**src/rtl/gp_pkg.sv**
```systemverilog
// Package: shared types for the game port.
// Assumes: button and axis groups are four bits each, with joystick 2 in the upper bits.
package gp_pkg;

    localparam int GP_GROUP_W = 4;

    typedef struct packed {
        logic [GP_GROUP_W-1:0] btn;   // bits 7..4
        logic [GP_GROUP_W-1:0] axis;  // bits 3..0
    } gp_status_t;

endpackage

```
**src/rtl/gp_sync.sv**
```systemverilog
// Module: multi-stage synchronizer for a bus of independent level inputs.
// Assumes: each bit is a slow level; no coherence across bits is needed.
module gp_sync #(
    parameter int WIDTH  = 8,
    parameter int STAGES = 2
) (
    input  logic             clk,
    input  logic             rst_n,
    input  logic [WIDTH-1:0] d_in,
    output logic [WIDTH-1:0] d_out
);

    logic [WIDTH-1:0] stage_q [STAGES];

    genvar g;
    generate
        for (g = 0; g < STAGES; g++) begin : g_stage
            // Purpose: move the value one stage along the chain.
            always_ff @(posedge clk) begin
                if (!rst_n) begin
                    stage_q[g] <= '0;
                end else if (g == 0) begin
                    stage_q[g] <= d_in;
                end else begin
                    stage_q[g] <= stage_q[(g == 0) ? 0 : g-1];
                end
            end
        end
    endgenerate

    assign d_out = stage_q[STAGES-1];

endmodule

```
**src/rtl/gp_shadow_en.sv**
```systemverilog
// Module: the port enable bit, held in common by the activate register and
// bit 2 of the power-control register.
// Assumes: if both registers are written in one cycle, the activate write wins.
module gp_shadow_en (
    input  logic clk,
    input  logic rst_n,
    input  logic act_wr,
    input  logic act_wdata,
    input  logic pwr_wr,
    input  logic pwr_en_bit,
    output logic active
);

    // Purpose: update the shared enable from whichever register is written.
    always_ff @(posedge clk) begin
        if (!rst_n) begin
            active <= 1'b0;
        end else if (act_wr) begin
            active <= act_wdata;
        end else if (pwr_wr) begin
            active <= pwr_en_bit;
        end
    end

endmodule

```
**src/rtl/gp_discharge.sv**
```systemverilog
// Module: detects the falling edge of a decoded write strobe and drives the
// discharge pulse for PULSE_CYC cycles.
// Assumes: wr_hit is the strobe already qualified by address and enable;
// wr_strobe is the raw strobe level.
module gp_discharge #(
    parameter int PULSE_CYC = 64
) (
    input  logic clk,
    input  logic rst_n,
    input  logic enable,
    input  logic wr_hit,
    input  logic wr_strobe,
    output logic discharge
);

    localparam int CNT_W = $clog2(PULSE_CYC + 1);
    localparam logic [CNT_W-1:0] LOAD_VAL = CNT_W'(PULSE_CYC);

    logic             hit_q;
    logic             trail;
    logic [CNT_W-1:0] cnt_q;

    // Purpose: remember whether the previous cycle held a decoded write.
    always_ff @(posedge clk) begin
        if (!rst_n) begin
            hit_q <= 1'b0;
        end else begin
            hit_q <= wr_hit;
        end
    end

    assign trail = hit_q & ~wr_strobe;

    // Purpose: load, reload or count down the pulse length.
    always_ff @(posedge clk) begin
        if (!rst_n) begin
            cnt_q <= '0;
        end else if (!enable) begin
            cnt_q <= '0;
        end else if (trail) begin
            cnt_q <= LOAD_VAL;
        end else if (cnt_q != '0) begin
            cnt_q <= cnt_q - 1'b1;
        end
    end

    assign discharge = (cnt_q != '0);

endmodule

```
**src/rtl/gameport_if.sv**
```systemverilog
// Module: top of the two-joystick game port. It decodes host reads and
// writes at base_addr, returns the synchronized status byte and starts RC
// discharge pulses on write trailing edges.
// Assumes: host strobes are synchronous to clk; base_addr is static while in use.
module gameport_if #(
    parameter int ADDR_W    = 16,
    parameter int PULSE_CYC = 64,
    parameter int SYNC_STG  = 2
) (
    input  logic              clk,
    input  logic              rst_n,
    input  logic [ADDR_W-1:0] base_addr,
    input  logic [ADDR_W-1:0] io_addr,
    input  logic              io_rd,
    input  logic              io_wr,
    output logic [7:0]        io_rdata,
    input  logic              act_wr,
    input  logic              act_wdata,
    input  logic              pwr_wr,
    input  logic              pwr_en_bit,
    output logic              port_active,
    input  logic [3:0]        btn_in,
    input  logic [3:0]        axis_in,
    output logic              rc_discharge
);

    import gp_pkg::*;

    localparam int STAT_W = 2 * GP_GROUP_W;

    gp_status_t       raw_stat;
    logic [STAT_W-1:0] sync_stat;
    logic              addr_hit;
    logic              wr_hit;

    assign raw_stat.btn  = btn_in;
    assign raw_stat.axis = axis_in;

    gp_sync #(.WIDTH(STAT_W), .STAGES(SYNC_STG)) u_sync (
        .clk   (clk),
        .rst_n (rst_n),
        .d_in  (raw_stat),
        .d_out (sync_stat)
    );

    gp_shadow_en u_en (
        .clk        (clk),
        .rst_n      (rst_n),
        .act_wr     (act_wr),
        .act_wdata  (act_wdata),
        .pwr_wr     (pwr_wr),
        .pwr_en_bit (pwr_en_bit),
        .active     (port_active)
    );

    assign addr_hit = (io_addr == base_addr);
    assign wr_hit   = io_wr & addr_hit & port_active;

    gp_discharge #(.PULSE_CYC(PULSE_CYC)) u_dis (
        .clk       (clk),
        .rst_n     (rst_n),
        .enable    (port_active),
        .wr_hit    (wr_hit),
        .wr_strobe (io_wr),
        .discharge (rc_discharge)
    );

    // Purpose: drive the status byte for a decoded read and zero otherwise.
    always_comb begin
        io_rdata = 8'h00;
        if (io_rd && addr_hit && port_active) begin
            io_rdata = sync_stat;
        end
    end

endmodule

```
**config.mk**
```make
export PLATFORM = sky130hd
export DESIGN_NAME = gameport_if
export DESIGN_NICKNAME = d
export VERILOG_FILES = /design/src/rtl/gp_pkg.sv /design/src/rtl/gp_sync.sv /design/src/rtl/gp_shadow_en.sv /design/src/rtl/gp_discharge.sv /design/src/rtl/gameport_if.sv
export SDC_FILE = /design/constraint.sdc
export NUM_CORES = 1
export LEC_CHECK = 0
export BUFFER_PORTS_ARGS = -buffer_cell sky130_fd_sc_hd__clkbuf_2
export CAP_MARGIN = 20
export CORE_MARGIN = 1
export CORE_UTILIZATION = 41
export CTS_BUF_LIST = sky130_fd_sc_hd__clkbuf_4 sky130_fd_sc_hd__clkbuf_8
export CTS_CLUSTER_DIAMETER = 80
export DETAILED_ROUTE_END_ITERATION = 10
export GPL_ROUTABILITY_DRIVEN = 0
export HOLD_SLACK_MARGIN = 0.06
export PLACE_DENSITY_LB_ADDON = 0.05
export SETUP_SLACK_MARGIN = 0.3
export SLEW_MARGIN = 30
export SYNTH_ARGS = -nofsm -noshare
export SYNTH_HDL_FRONTEND = slang
export SYNTH_SLANG_ARGS = --single-unit
```
**constraint.sdc**
```tcl
create_clock -name clk -period 1.2 [get_ports clk]
set_clock_uncertainty 0.05 [all_clocks]
set_input_delay 0.12 -clock clk [delete_from_list [all_inputs] [get_ports clk]]
set_output_delay 0.12 -clock clk [all_outputs]
set_load 0.005 [all_outputs]
```
-- Word-level counts from Yosys, hierarchy flattened
Memory sizes are Yosys's and may differ from the RTL's.
Index checks and enable logic that the tools add are counted.
- $add $sub $neg: 1
- equal/unequal tests: 1
- multiplexer cells: 9
- bitwise operators: 8
- reductions and logical operators: 7
- operators with widths (cell ; count):
    $mux W8 ; 3
    $eq A16 B16 Y1 ; 1
    $mux W7 ; 2
    $reduce_bool A7 Y1 ; 1
    $sub A7 B1 Y7 const B ; 1
    $mux W1 ; 4
    $reduce_bool A2 Y1 ; 2
    $and A1 B1 Y1 ; 3
    $not A1 Y1 ; 3
    $reduce_or A3 Y1 ; 1
    $logic_and A1 B1 Y1 ; 2
    $or A1 B1 Y1 ; 2
    $reduce_and A2 Y1 ; 1
- register bits: 9
- RAM bits: 16
- output and inout port bits: 10
- memories: 1
- memory list (name ; words ; bits a word ; rd ports ; clocked after Yosys merged registers in ; wr ports ; RTL line ; source):
    u_sync.stage_q ; 2 ; 8 ; 2 ; 0 ; 2 ; gp_sync.sv:13 ; logic [WIDTH-1:0] stage_q [STAGES];

-- Depth between registers and ports, before layout
- depth after elaboration: 4
- gate-level depth with buffers: 5
- gate-level depth less buffers: 5

-- Modules after synthesis
A second synthesis with hierarchy kept.
- cells, all modules: 110
- area, all modules: 1124.8 sq um
- by module, submodules not included (module ; instances ; cells each ; area each (sq um) ; seq. area each (sq um)):
    gp_sync ; 1 ; 33 ; 446.7 ; 320.3
    gp_discharge ; 1 ; 42 ; 381.6 ; 160.2
    gameport_if ; 1 ; 31 ; 249.0 ; 0.0
    gp_shadow_en ; 1 ; 4 ; 47.5 ; 20.0

-- Least setup slack after synthesis
OpenSTA, ideal clock, no wires.
- path kind: reg-to-reg
- start: reg u_dis.cnt_q[4]
- end: reg u_dis.cnt_q[6]
- library setup time: 0.074 ns
- arrival: 1.129 ns
- setup slack: -0.054 ns
- stages on the path, launching flop included: 5
- clock period less this slack: 1.254 ns
- path through: dfxtp_1 -> nor4_2 -> nand2_1 -> or3_1 -> a31oi_1
- word-level cells in the longest chain between the ends: 3
- elaborated cells between the ends (all ways): 5
- classes of those cells: 1 x add/sub; 2 x mux; 2 x reduce/logical
- ends and longest elaborated chain (item ; RTL line ; source):
    from (decl) ; gp_discharge.sv:21 ; logic [CNT_W-1:0] cnt_q;
    from (signal assigned) ; gp_discharge.sv:43 ; cnt_q <= cnt_q - 1'b1;
    $sub A7 B1 Y7 ; gp_discharge.sv:43 ;
    $mux W7 ; gp_discharge.sv:42 ; end else if (cnt_q != '0) begin
    $mux W7 ; gp_discharge.sv:40 ; end else if (trail) begin
Parallel ways exist; a longest one is shown, timed or not. The select of a mux whose other input is x is not followed.
A chain may end at the register's enable or synchronous reset.

-- Worst setup path in the final report
- start: in base_addr[10]
- end: out io_rdata[3]
- word-level cells in the longest chain between the ends: 4
- ends and longest elaborated chain (item ; RTL line ; source):
    from (decl) ; gameport_if.sv:12 ; input logic [ADDR_W-1:0] base_addr,
    $eq A16 B16 Y1 ; gameport_if.sv:56 ; assign addr_hit = (io_addr == base_addr);
    $logic_and A1 B1 Y1 (2 in series) ; gameport_if.sv:71 ; if (io_rd && addr_hit && port_active) begin
    $mux W8 ; gameport_if.sv:71 ;
    to (decl) ; gameport_if.sv:16 ; output logic [7:0] io_rdata,
No other way between the ends.

==> results_dict.tcl <==
set metrics [dict create \
    nFillCells 209 \
    fin_hold_ws_ps 51.0 \
    fin_crit_ps 1480 \
    crit_family "simple AND/OR/NAND/NOR gates" \
    synthTopCellsByCount "25 x dfxtp_1, 19 x xnor2_1, 17 x and2_1" \
    ys_warn_count 0 \
    finalWirelength_um 2350 \
    pwr-share-clk_pct 26.4 \
    finalNonFillerCells 223 \
    rsz0062_at_grt "yes" \
    muxShareOfSynthArea_pct 0.925 \
    drt_iter0_markers 10 \
    worstMarginPinSlew_ps 235 \
    synth_cell_type_count 24 \
    power_frac_seq_pct 57.3 \
    syn_inst 109 \
    ys_seq_area_share_pct 46.2 \
    status "complete, but fails checks" \
    arrival_ps 1310 \
    final_util_pct 70.8 \
    setup_viol 16 \
    ys.flop_type "dfxtp_1" \
    p_comb_share_pct 16.3 \
    hold_path_class "in2reg" \
    cts_made_buffers 3 \
    multi_input_area_sq_um 637 \
    dp_hpwl_um 1680 \
    die_h_um 53.4 \
    power.density_nw_per_um2 859 \
    fin_ws_ps -276 \
    path_cells "buf_6 > xnor2_2 > nand4_1 > nor4_4 > buf_2 > and3_2 > clkbuf_2" \
    synth_top_family_by_area "simple AND/OR/NAND/NOR gates" \
    grt_pass1_vias 815 \
    grt_max_degree 20 \
    antenna_found_initial 0 \
    p_sw_mw 0.351 \
    place_area_sq_um 1480 \
    ant_nets 0 \
    area_growth_pct 62.0 \
    finalHoldViolCount 0 \
    std_cell_rows 18 \
    yosys.area_share.simple_pct 30.4 \
    tns_ps -3370 \
    cp.required_ps 1030 \
    boundaryPins 58 \
    maxCapViolCount 0 \
    grt_remaining_overflow 0 \
    grt_pass1_wl_um 3150 \
    drc 0 \
    worst_slew_margin_rel_pct 84.2 \
    ys_ff_latch 25 \
    fin_nets 244 \
    clockBufferDepth 2 \
    place_ws_ps -242 \
    clk_latency_ps 320 \
    h-tree-depth 1 \
    vias 998 \
    vias_per_cell 4.48 \
    grtUsageTotal_pct 15.6 \
    synth_top_area_share_pct 46.2 \
    drive_gt1_share_pct 50.8 \
    netlist_top_cells_area "dfxtp_1 46%, xnor2_1 15%, and2_1 9.8%" \
    synth-async-reset-ratio_pct 0 \
    rr_startpoint "u_dis.cnt_q[3]" \
    ir_drop_mv 1.15 \
    p_int_mw 1.15 \
    die-area_sq_um 2850 \
    p_total_mw 1.51 \
    drv_slew 0 \
    netlist_area_sq_um 1080 \
    crit_buf_inv 3 \
    dr.pass1.iters 4 \
    fmax_ghz 0.677 \
    cpPeakStageDelay_ps 320 \
    swShare_pct 23.3 \
    min_period_over_period_pct 123 \
    die_x_um 53.4 \
    antenna_cells 0 \
    violations "setup timing" \
    clockRootBuffer "clkbuf_4" \
    io_buffers 57 \
    synth_xor_area_share_pct 17.0 \
    synth_edf_count 0 \
    path_max_fanout 4 \
    synth_adder_area_share_pct 2.31 \
    power_leakage_nw 0.886 \
    criticalPathCategory "in2out" \
    final_cell_area_sq_um 1750 \
    cts.sinks 25 \
    slowest_stage "nor4_4" \
    yosysTopAreaCell "dfxtp_1" \
    syn_nets 159 \
    dp_cells 202 \
    regArea_sq_um 505 \
    end_kind "output pin" \
    synth_area_per_cell_sq_um 9.93 \
    hp-start "rst_n" \
    cts_tree "done" \
    clk_pin_slew_worst_paths_ps 140 \
    worstSetupStartpointType "input pin" \
    synth_compound_area_share_pct 1.73 \
    crit_start "base_addr[10]" \
    coreArea_sq_um 2480 \
    yosysMostFrequentCell "dfxtp_1" \
    initial_core_util_pct 43.7 \
    routedWlPerCell_um 10.5 \
]
[worst paths after layout]
check	end	slack (ps)	cells after the start
max reg2reg	u_dis.cnt_q[0]	-200	6
max	io_rdata[3]	-280	7
min	u_dis.cnt_q[0]	50	3
min reg2reg	u_sync.stage_q[1][0]	400	1
[layout make-up]
class | count | share of cell area (%)
clock buffers | 3 | 1.28
clock inverters | 1 | 0.500
inverters | 2 | 0.428
multi-input cells | 80 | 36.3
flip-flops and latches | 25 | 28.8
well taps | 30 | 2.14
repair buffers | 82 | 30.5
[logic make-up after synthesis]
group,Yosys count
AOI/OAI and AO/OA,3
xor gates and xnor gates,21
buffers and inverters,4
muxes,1
adders and majority gates,2
and+or+nand+nor,53
DFF,25
[power groups by stage]
stage	clock network, mW	registers (mW)	logic, mW
2_1_floorplan	0	0.881	0.0914
3_3_place_gp	0	0.880	0.191
3_5_place_dp	0	0.881	0.196
4_1_cts	0.416	0.863	0.235
5_1_grt	0.443	0.866	0.269
6_report	0.398	0.863	0.245
[registers in the layout, indices dropped and copies added, names as in the netlist]
name	flops
u_dis.cnt_q	7
u_dis.hit_q	1
u_en.active	1
u_sync.stage_q	16
[worst min-delay path: stages]
cell and delay [ps]:
clkbuf_2 90, nand3_1 140, nor2_1 60
[cells in the final DEF (no fill, tap or decap), types with 3 or more instances in the layout]
master,instances
clkbuf_2,52
dfxtp_1,21
and2_1,18
xnor2_1,14
dlygate4sd3_1,11
buf_4,10
and3_2,7
nor2_1,7
buf_6,7
nand2_1,6
xnor2_2,5
nand4_1,4
dfxtp_2,4
clkbuf_4,3
[timing repair]
item,in CTS,in global routing
resized for setup,14,9
endpoints found under the hold margin,13,0
setup endpoints to repair,19,19
hold buffers,11,0
pin swaps,4,4
cloned,0,1
setup buffers,4,1
[per-layer routing]
layer  global-route usage, %  vias to the layer above  routed length (um)
met4                    5.26                        0                  16
met3                    5.17                        2                  56
met2                    31.0                       12                1410
li1                        -                      525                   -
met5                       0                        -                   0
met1                    14.2                      459                 867
Power figures use the tool's default switching activity.
